`src/rtl/issue_sel_pkg.sv`:
```
package issue_sel_pkg;
    localparam int DEF_WIN       = 8;
    localparam int DEF_ISSUE_W   = 3;
    localparam int DEF_MEM_PORTS = 1;
    localparam int DEF_ALU_UNITS = 3;
    localparam int DEF_CNT_W     = 16;

    typedef enum logic {
        CLS_ALU = 1'b0,
        CLS_MEM = 1'b1
    } op_class_e;
endpackage

```
`src/rtl/issue_pick.sv`:
```
module issue_pick
    import issue_sel_pkg::*;
#(
    parameter int WIN       = DEF_WIN,
    parameter int ISSUE_W   = DEF_ISSUE_W,
    parameter int MEM_PORTS = DEF_MEM_PORTS,
    parameter int ALU_UNITS = DEF_ALU_UNITS,
    localparam int NW       = $clog2(ISSUE_W + 1)
) (
    input  logic [WIN-1:0] valid,
    input  logic [WIN-1:0] mem,
    output logic [WIN-1:0] grant,
    output logic [NW-1:0]  n_grant
);
    // Greedy walk from the oldest slot; each slot sees the tallies of older grants.
    always_comb begin
        int tot;
        int nm;
        int na;
        tot   = 0;
        nm    = 0;
        na    = 0;
        grant = '0;
        for (int i = 0; i < WIN; i++) begin
            if (valid[i] && tot < ISSUE_W) begin
                if (op_class_e'(mem[i]) == CLS_MEM) begin
                    if (nm < MEM_PORTS) begin
                        grant[i] = 1'b1;
                        nm++;
                        tot++;
                    end
                end else if (na < ALU_UNITS) begin
                    grant[i] = 1'b1;
                    na++;
                    tot++;
                end
            end
        end
        n_grant = NW'(tot);
    end
endmodule

```
`src/rtl/window_compact.sv`:
```
module window_compact #(
    parameter int WIN = 8
) (
    input  logic [WIN-1:0] valid,
    input  logic [WIN-1:0] mem,
    input  logic [WIN-1:0] grant,
    output logic [WIN-1:0] out_valid,
    output logic [WIN-1:0] out_mem
);
    logic [WIN-1:0] stay;
    assign stay = valid & ~grant;

    // Each output slot j takes the survivor whose rank among survivors is j.
    for (genvar j = 0; j < WIN; j++) begin : g_slot
        always_comb begin
            int rank;
            rank         = 0;
            out_valid[j] = 1'b0;
            out_mem[j]   = 1'b0;
            for (int i = 0; i < WIN; i++) begin
                if (stay[i]) begin
                    if (rank == j) begin
                        out_valid[j] = 1'b1;
                        out_mem[j]   = mem[i];
                    end
                    rank++;
                end
            end
        end
    end
endmodule

```
`src/rtl/issue_counters.sv`:
```
module issue_counters #(
    parameter int CNT_W = 16,
    parameter int NW    = 2
) (
    input  logic             clk,
    input  logic             rst_n,
    input  logic [NW-1:0]    n_grant,
    output logic [CNT_W-1:0] cycles,
    output logic [CNT_W-1:0] issued
);
    typedef struct packed {
        logic [CNT_W-1:0] cycles;
        logic [CNT_W-1:0] issued;
    } cnt_t;

    cnt_t cnt_d, cnt_q;

    always_comb begin
        cnt_d        = cnt_q;
        cnt_d.cycles = cnt_q.cycles + CNT_W'(1);
        cnt_d.issued = cnt_q.issued + CNT_W'(n_grant);
    end

    always_ff @(posedge clk) begin
        if (!rst_n) cnt_q <= '0;
        else        cnt_q <= cnt_d;
    end

    assign cycles = cnt_q.cycles;
    assign issued = cnt_q.issued;

    assert_cycle_step_R7: assert property (@(posedge clk) disable iff (!rst_n)
        1'b1 |=> cnt_q.cycles == CNT_W'($past(cnt_q.cycles) + CNT_W'(1)));
    assert_issued_step_R7: assert property (@(posedge clk) disable iff (!rst_n)
        1'b1 |=> cnt_q.issued == CNT_W'($past(cnt_q.issued) + CNT_W'($past(n_grant))));
endmodule

```
`src/rtl/mem_port_issue_sel.sv`:
```
module mem_port_issue_sel
    import issue_sel_pkg::*;
#(
    parameter int WIN       = DEF_WIN,
    parameter int ISSUE_W   = DEF_ISSUE_W,
    parameter int MEM_PORTS = DEF_MEM_PORTS,
    parameter int ALU_UNITS = DEF_ALU_UNITS,
    parameter int CNT_W     = DEF_CNT_W
) (
    input  logic             clk,
    input  logic             rst_n,
    input  logic [WIN-1:0]   win_valid,
    input  logic [WIN-1:0]   win_mem,
    output logic [WIN-1:0]   issue_grant,
    output logic [WIN-1:0]   left_valid,
    output logic [WIN-1:0]   left_mem,
    output logic [CNT_W-1:0] cyc_count,
    output logic [CNT_W-1:0] issued_count
);
    localparam int NW = $clog2(ISSUE_W + 1);

    logic [NW-1:0] n_grant;

    issue_pick #(
        .WIN(WIN), .ISSUE_W(ISSUE_W), .MEM_PORTS(MEM_PORTS), .ALU_UNITS(ALU_UNITS)
    ) u_pick (
        .valid(win_valid), .mem(win_mem), .grant(issue_grant), .n_grant(n_grant)
    );

    window_compact #(.WIN(WIN)) u_compact (
        .valid(win_valid), .mem(win_mem), .grant(issue_grant),
        .out_valid(left_valid), .out_mem(left_mem)
    );

    issue_counters #(.CNT_W(CNT_W), .NW(NW)) u_cnt (
        .clk(clk), .rst_n(rst_n), .n_grant(n_grant),
        .cycles(cyc_count), .issued(issued_count)
    );

    assert_width_cap_R1: assert property (@(posedge clk) disable iff (!rst_n)
        $countones(issue_grant) <= ISSUE_W);
    assert_one_mem_port_R2: assert property (@(posedge clk) disable iff (!rst_n)
        $countones(issue_grant & win_mem) <= MEM_PORTS);
    assert_no_idle_grant_R4: assert property (@(posedge clk) disable iff (!rst_n)
        (issue_grant & ~win_valid) == '0);
    assert_left_count_R5: assert property (@(posedge clk) disable iff (!rst_n)
        $countones(left_valid) + $countones(issue_grant) == $countones(win_valid));
endmodule

```
`config.mk`:
```
export PLATFORM = sky130hd
export DESIGN_NAME = mem_port_issue_sel
export DESIGN_NICKNAME = d
export VERILOG_FILES = /design/src/rtl/issue_sel_pkg.sv /design/src/rtl/issue_pick.sv /design/src/rtl/window_compact.sv /design/src/rtl/issue_counters.sv /design/src/rtl/mem_port_issue_sel.sv
export SDC_FILE = /design/constraint.sdc
export NUM_CORES = 1
export LEC_CHECK = 0
export BUFFER_PORTS_ARGS = -buffer_cell sky130_fd_sc_hd__clkbuf_2
export CAP_MARGIN = 40
export CELL_PAD_IN_SITES_DETAIL_PLACEMENT = 0
export CELL_PAD_IN_SITES_GLOBAL_PLACEMENT = 1
export CORE_MARGIN = 5
export CORE_UTILIZATION = 35
export DETAILED_ROUTE_END_ITERATION = 10
export PLACE_DENSITY = 0.68
export REMOVE_ABC_BUFFERS = 1
export SLEW_MARGIN = 20
export SYNTH_ARGS = -nofsm -noshare
export SYNTH_HDL_FRONTEND = slang
export SYNTH_SLANG_ARGS = --single-unit
```
`constraint.sdc`:
```
create_clock -name clk -period 10.37 [get_ports clk]
set_input_delay 1.037 -clock clk [delete_from_list [all_inputs] [get_ports clk]]
set_output_delay 1.037 -clock clk [all_outputs]
set_load 0.05 [all_outputs]
```
==> results of run 1 <==
==> synth_stat cells, types with 4 or more instances <==
| cell type | instances |
|---|---|
| dfxtp_1 | 32 |
| nand3_1 | 46 |
| ha_1 | 26 |
| and3_1 | 10 |
| nor2b_1 | 9 |
| clkbuf_1 | 15 |
| nand4_1 | 12 |
| and2_1 | 37 |
| xnor2_1 | 32 |
| mux2_2 | 9 |
| a21boi_0 | 4 |
| o31ai_1 | 5 |
| a21o_1 | 4 |
| nor2_1 | 19 |
| o21ai_0 | 11 |
| nand2_1 | 42 |
| a31oi_1 | 6 |
| xor2_1 | 7 |
| nor3_1 | 8 |
| o21a_1 | 4 |
| a21oi_1 | 14 |
| a211oi_1 | 5 |
| mux2i_1 | 20 |
| a41o_1 | 5 |
| nand2b_1 | 6 |
| inv_1 | 22 |
==> kinds of logic (layout without fill, tap and decap cells) <==
family / Yosys count / after routing / share of synthesized area [%]
AND/OR/NAND/NOR: 212 / 212 / 30.9
AO/OA/AOI/OAI: 92 / 92 / 18.9
buffers and inverters: 47 / 105 / 5.24
XOR/XNOR: 40 / 40 / 9.48
flip-flops: 32 / 32 / 17.0
multiplexers: 31 / 31 / 8.75
adder cells (fa/ha/maj): 28 / 28 / 9.68
other: 1 / 1 / 0.0993
==> where the power goes <==
part           total [uW]  internal (uW)  switching, uW
combinational         322            104            218
clock                 131           84.8           46.3
sequential            137            129           7.91
==> metrics by stage <==
step	hold slack, ns	cell area (um2)	setup WS [ns]
6_report	0.478	4330	1.47
5_1_grt	0.517	4330	1.00
4_1_cts	0.475	4330	1.48
3_5_place_dp	0.454	4210	1.50
3_3_place_gp	0.445	4210	1.63
2_1_floorplan	0.661	3670	1.02
==> sequential cells by signal, summed over array words and instances (netlist names) <==
name and count:
u_cnt.issued 16, u_cnt.cycles 16
==> layout make-up <==
class	instances	area, um2	area share (%)
flip-flops and latches	32	641	14.8
inverters	24	90.1	2.08
clock inverters	1	30.0	0.693
well taps	140	175	4.04
clock buffers	7	96.3	2.22
multi-input cells	404	2940	67.8
repair buffers	73	365	8.43
==> worst max-delay path by stage <==
stage | start | end | slack, ns | depth (start not counted)
final | win_mem[2] | left_valid[3] | 1.47 | 31
after global routing | win_mem[2] | left_valid[3] | 1.00 | 31
after CTS | win_mem[2] | left_valid[3] | 1.48 | 31
after global placement | win_mem[2] | left_valid[3] | 1.63 | 31
after floorplan | win_mem[2] | left_mem[3] | 1.02 | 28
after detailed placement | win_mem[2] | left_valid[3] | 1.50 | 31
==> routing by layer <==
metal	GRT usage [%]	routed length (um)
met1	21.6	5060
met2	28.1	4960
met3	2.76	529
met4	4.12	125
met5	0	7
==> worst register-to-register path, stage by stage (launching register included) <==
cell and delay, ns:
dfxtp_1 0.41, and3_1 0.22, and3_1 0.21, nand3_1 0.12, nor2_1 0.23, and4_1 0.25, nand3_1 0.09, xnor2_1 0.14
and2_1 0.15
==> flow_summary.ini, run 1 <==
[finish]
post-route-util_pct = 40.5
nets = 586
layoutNonFillerInstCount = 681
final_cell_mix = clkbuf_2 (73), nand3_1 (46), nand2_1 (42)
final_common_cell = clkbuf_2
diodes = 0
drive_gt1_share_pct = 20.5
area_growth_pct = 14.8
fill_cells = 1142

[clocking]
ctsResizeCount = 0
cts.clk_slew.worst_paths_ns = 0.07
cts-root-buf = clkbuf_8
cts_buffer_depth = 2
htreeDepth = 2
postCtsHoldBufs = 0
post_cts_buffers = 0
numCtsBuffers = 5
worstSkewPairLatency_ns = 0.28
numClockSinks = 32
cts_tree = done

[setup_path]
critPathLaunchType = input port
endpoint_kind = primary output
cpMaxStageDelayCell = or4b_4
path_common_cell = ha_1
cp.arrival_ns = 7.86
cpLargestDelayFamily = simple AND/OR/NAND/NOR gates
path_class = input port to primary output
reg2reg_depth = 8
crit_path_max_incr_delay_ns = 0.54
r2r-end = u_cnt.cycles[14]
cp.required_ns = 9.33
critical_path_buf_inv_count = 4
crit_fanout = 10
worstReg2RegStart = u_cnt.cycles[3]
r2r_slack_ns = 8.45

[sta]
drv_slew = 0
worst_slew_pin_slew_ns = 0.782
slew_headroom_pct = 47.9
hold_viol_final = 0
setup_viol = 0
post-route-period-util_pct = 85.8
fin_crit_ns = 8.90
tns_ns = 0
rsz0062_at_grt = false
fin_worst_skew_ns = 0.00342
max_freq_ghz = 0.112

[hold_path]
holdPathStages = 1
min_from = u_cnt.cycles[0]
worstHoldEndpoint = u_cnt.cycles[0]
hold_path_class = flip-flop to flip-flop

[flow_run]
maxCapViolCount = 0

[floorplan]
start_util_pct = 35.3
coreArea_um2 = 10700
row_count = 38
die_w_um = 114
floorplan.die_area_um2 = 13000
die_y_um = 114
ios = 74

[synthesis]
synthCells = 483
ys_seq_elements = 32
synthFlopType = dfxtp_1
seq_area_frac_synth_pct = 17.0
async_flop_share_pct = 0
syn_area_um2 = 3770
yosys_warnings = 0
yosysTopAreaCell = dfxtp_1
yosysUniqueCellTypes = 77
synth_area_per_cell_um2 = 7.82
synth_area_leaders = dfxtp_1 (17%), ha_1 (8.6%), xnor2_1 (7.4%)
synth_top_area_share_pct = 17.0
synth_edf_count = 0

[placed_design]
place_hpwl_mm = 8.45
placedCellCount = 673
port_buffers = 73
finalWeightedCongestion = 0.818

[routing]
num_vias = 3663
drtIter0Drc = 158
ant_nets = 0
first_pass_iters = 4
drcViolationCount = 0
via_per_inst = 5.38
wire_per_inst_um = 15.7
wl_mm = 10.7

[global_routing]
grt_pass1_wl_mm = 17.7
antenna_found_initial = 1
grt_pass1_vias = 3537
gr-total-overflow = 0
grt_usage_pct = 16.5
grt_max_degree = 33

[pwr]
leakagePower_uw = 0.00197
vdd_ir_drop_max_v = 0.000103
design_power_total_uw = 590
powerDensity_nw_per_um2 = 136

[run_status]
status = finished clean
Power figures use the tool's default switching activity.
==> run 2, diff against run 1 <==
--- a/config.mk
+++ b/config.mk
@@ -13,7 +13,6 @@
 export CORE_UTILIZATION = 35
 export DETAILED_ROUTE_END_ITERATION = 10
 export PLACE_DENSITY = 0.68
-export REMOVE_ABC_BUFFERS = 1
 export SLEW_MARGIN = 20
 export SYNTH_ARGS = -nofsm -noshare
 export SYNTH_HDL_FRONTEND = slang
==> flow_summary.ini, run 2 (synthesis results as in run 1) <==
[run_status]
status = finished clean

[routing]
via_per_inst = 5.29
drcViolationCount = 0
first_pass_iters = 4
wl_mm = 10.6
wire_per_inst_um = 15.6
drtIter0Drc = 230
ant_nets = 0
num_vias = 3594

[clocking]
cts-root-buf = clkbuf_8
htreeDepth = 2
cts.clk_slew.worst_paths_ns = 0.06
numClockSinks = 32
postCtsHoldBufs = 0
numCtsBuffers = 5
post_cts_buffers = 0
worstSkewPairLatency_ns = 0.27
cts_buffer_depth = 2
ctsResizeCount = 0
cts_tree = done

[floorplan]
row_count = 38
ios = 74
die_y_um = 114
start_util_pct = 35.3
coreArea_um2 = 10700
die_w_um = 114
floorplan.die_area_um2 = 13000

[finish]
final_cell_mix = clkbuf_2 (73), nand3_1 (46), nand2_1 (42)
final_common_cell = clkbuf_2
nets = 586
drive_gt1_share_pct = 20.2
post-route-util_pct = 40.1
fin_area_um2 = 4290
diodes = 0
area_growth_pct = 13.5

[sta]
fin_worst_skew_ns = 0.00508
drv_slew = 0
slew_headroom_pct = 46.4
setup_viol = 0
rsz0062_at_grt = false
tns_ns = 0
max_freq_ghz = 0.112
fin_ws_ns = 1.47
post-route-period-util_pct = 85.9
hold_viol_final = 0
worst_slew_pin_slew_ns = 0.803
fin_crit_ns = 8.90

[global_routing]
grt_max_degree = 33
antenna_found_initial = 0
grt_usage_pct = 16.4
grt_pass1_wl_mm = 17.8
gr-total-overflow = 0
grt_pass1_vias = 3592

[flow_run]
maxCapViolCount = 0

[placed_design]
finalWeightedCongestion = 0.825
dpl_cell_area_um2 = 4210
port_buffers = 73
place_hpwl_mm = 8.41
place_ws_ns = 1.51

[pwr]
vdd_ir_drop_max_v = 0.000133
design_power_total_uw = 545
powerDensity_nw_per_um2 = 127
leakagePower_uw = 0.00194

[setup_path]
endpoint_kind = primary output
path_common_cell = ha_1
cp.required_ns = 9.33
cpMaxStageDelayCell = or4b_4
crit_path_max_incr_delay_ns = 0.54
critPathLaunchType = input port
crit_fanout = 10
cp.arrival_ns = 7.87
path_class = input port to primary output
r2r_slack_ns = 8.41

[hold_path]
hold_path_class = flip-flop to flip-flop

[synthesis]
syn_nets = 529
[run 2: changes by cell type in the layout (fill, tap and decap cells not counted)]
cell       previous run  this run
bufinv_16             1         0
clkbuf_1              0         1
clkbuf_8              7         5
clkinv_2              0         1
[run 2: worst paths after layout]
check | from | endpoint | depth (start not counted)
max | win_mem[2] | left_valid[3] | 31
min | u_cnt.cycles[0] | u_cnt.cycles[0] | 1
max reg2reg | u_cnt.issued[3] | u_cnt.issued[15] | 8
min reg2reg | u_cnt.cycles[0] | u_cnt.cycles[0] | 1
[run 2: metrics by stage]
step	hold WS (ns)	instances
final	0.475	680
after global routing	0.511	680
after CTS	0.485	680
after detailed placement	0.470	673
after global placement	0.449	673
after floorplan	0.662	483
[run 2: cell type report]
class                      count  area [um2]
fill                        1152        6410
multi-input combinational    404        2940
sequential                    32         641
timing repair buffer          73         365
tap                          140         175
inverter                      24        90.1
clock buffer                   6        72.6
clock inverter                 1        5.00
[run 2: report_power, final]
| group | switching [uW] | internal [uW] |
|---|---|---|
| Sequential | 7.91 | 129 |
| Clock | 42.0 | 45.5 |
| Combinational | 216 | 104 |
[run 2: routing by layer]
| layer | part of all wire, % | track usage, % | vias up | wire, um |
|---|---|---|---|---|
| met5 | 0 | 0 | - | 0 |
| met3 | 5.2 | 2.33 | 6 | 549 |
| met2 | 46 | 28.1 | 76 | 4880 |
| li1 | - | - | 1844 | - |
| met4 | 0.57 | 2.61 | 0 | 60 |
| met1 | 48 | 22.2 | 1668 | 5120 |
[run 2: worst max-delay path, delay by kind of cell]
family,cells,cell delay [ns]
compound gates,9,2.14
fa+ha+maj,4,0.87
simple gates,13,2.95
buf+inv,4,0.55
mux,1,0.31
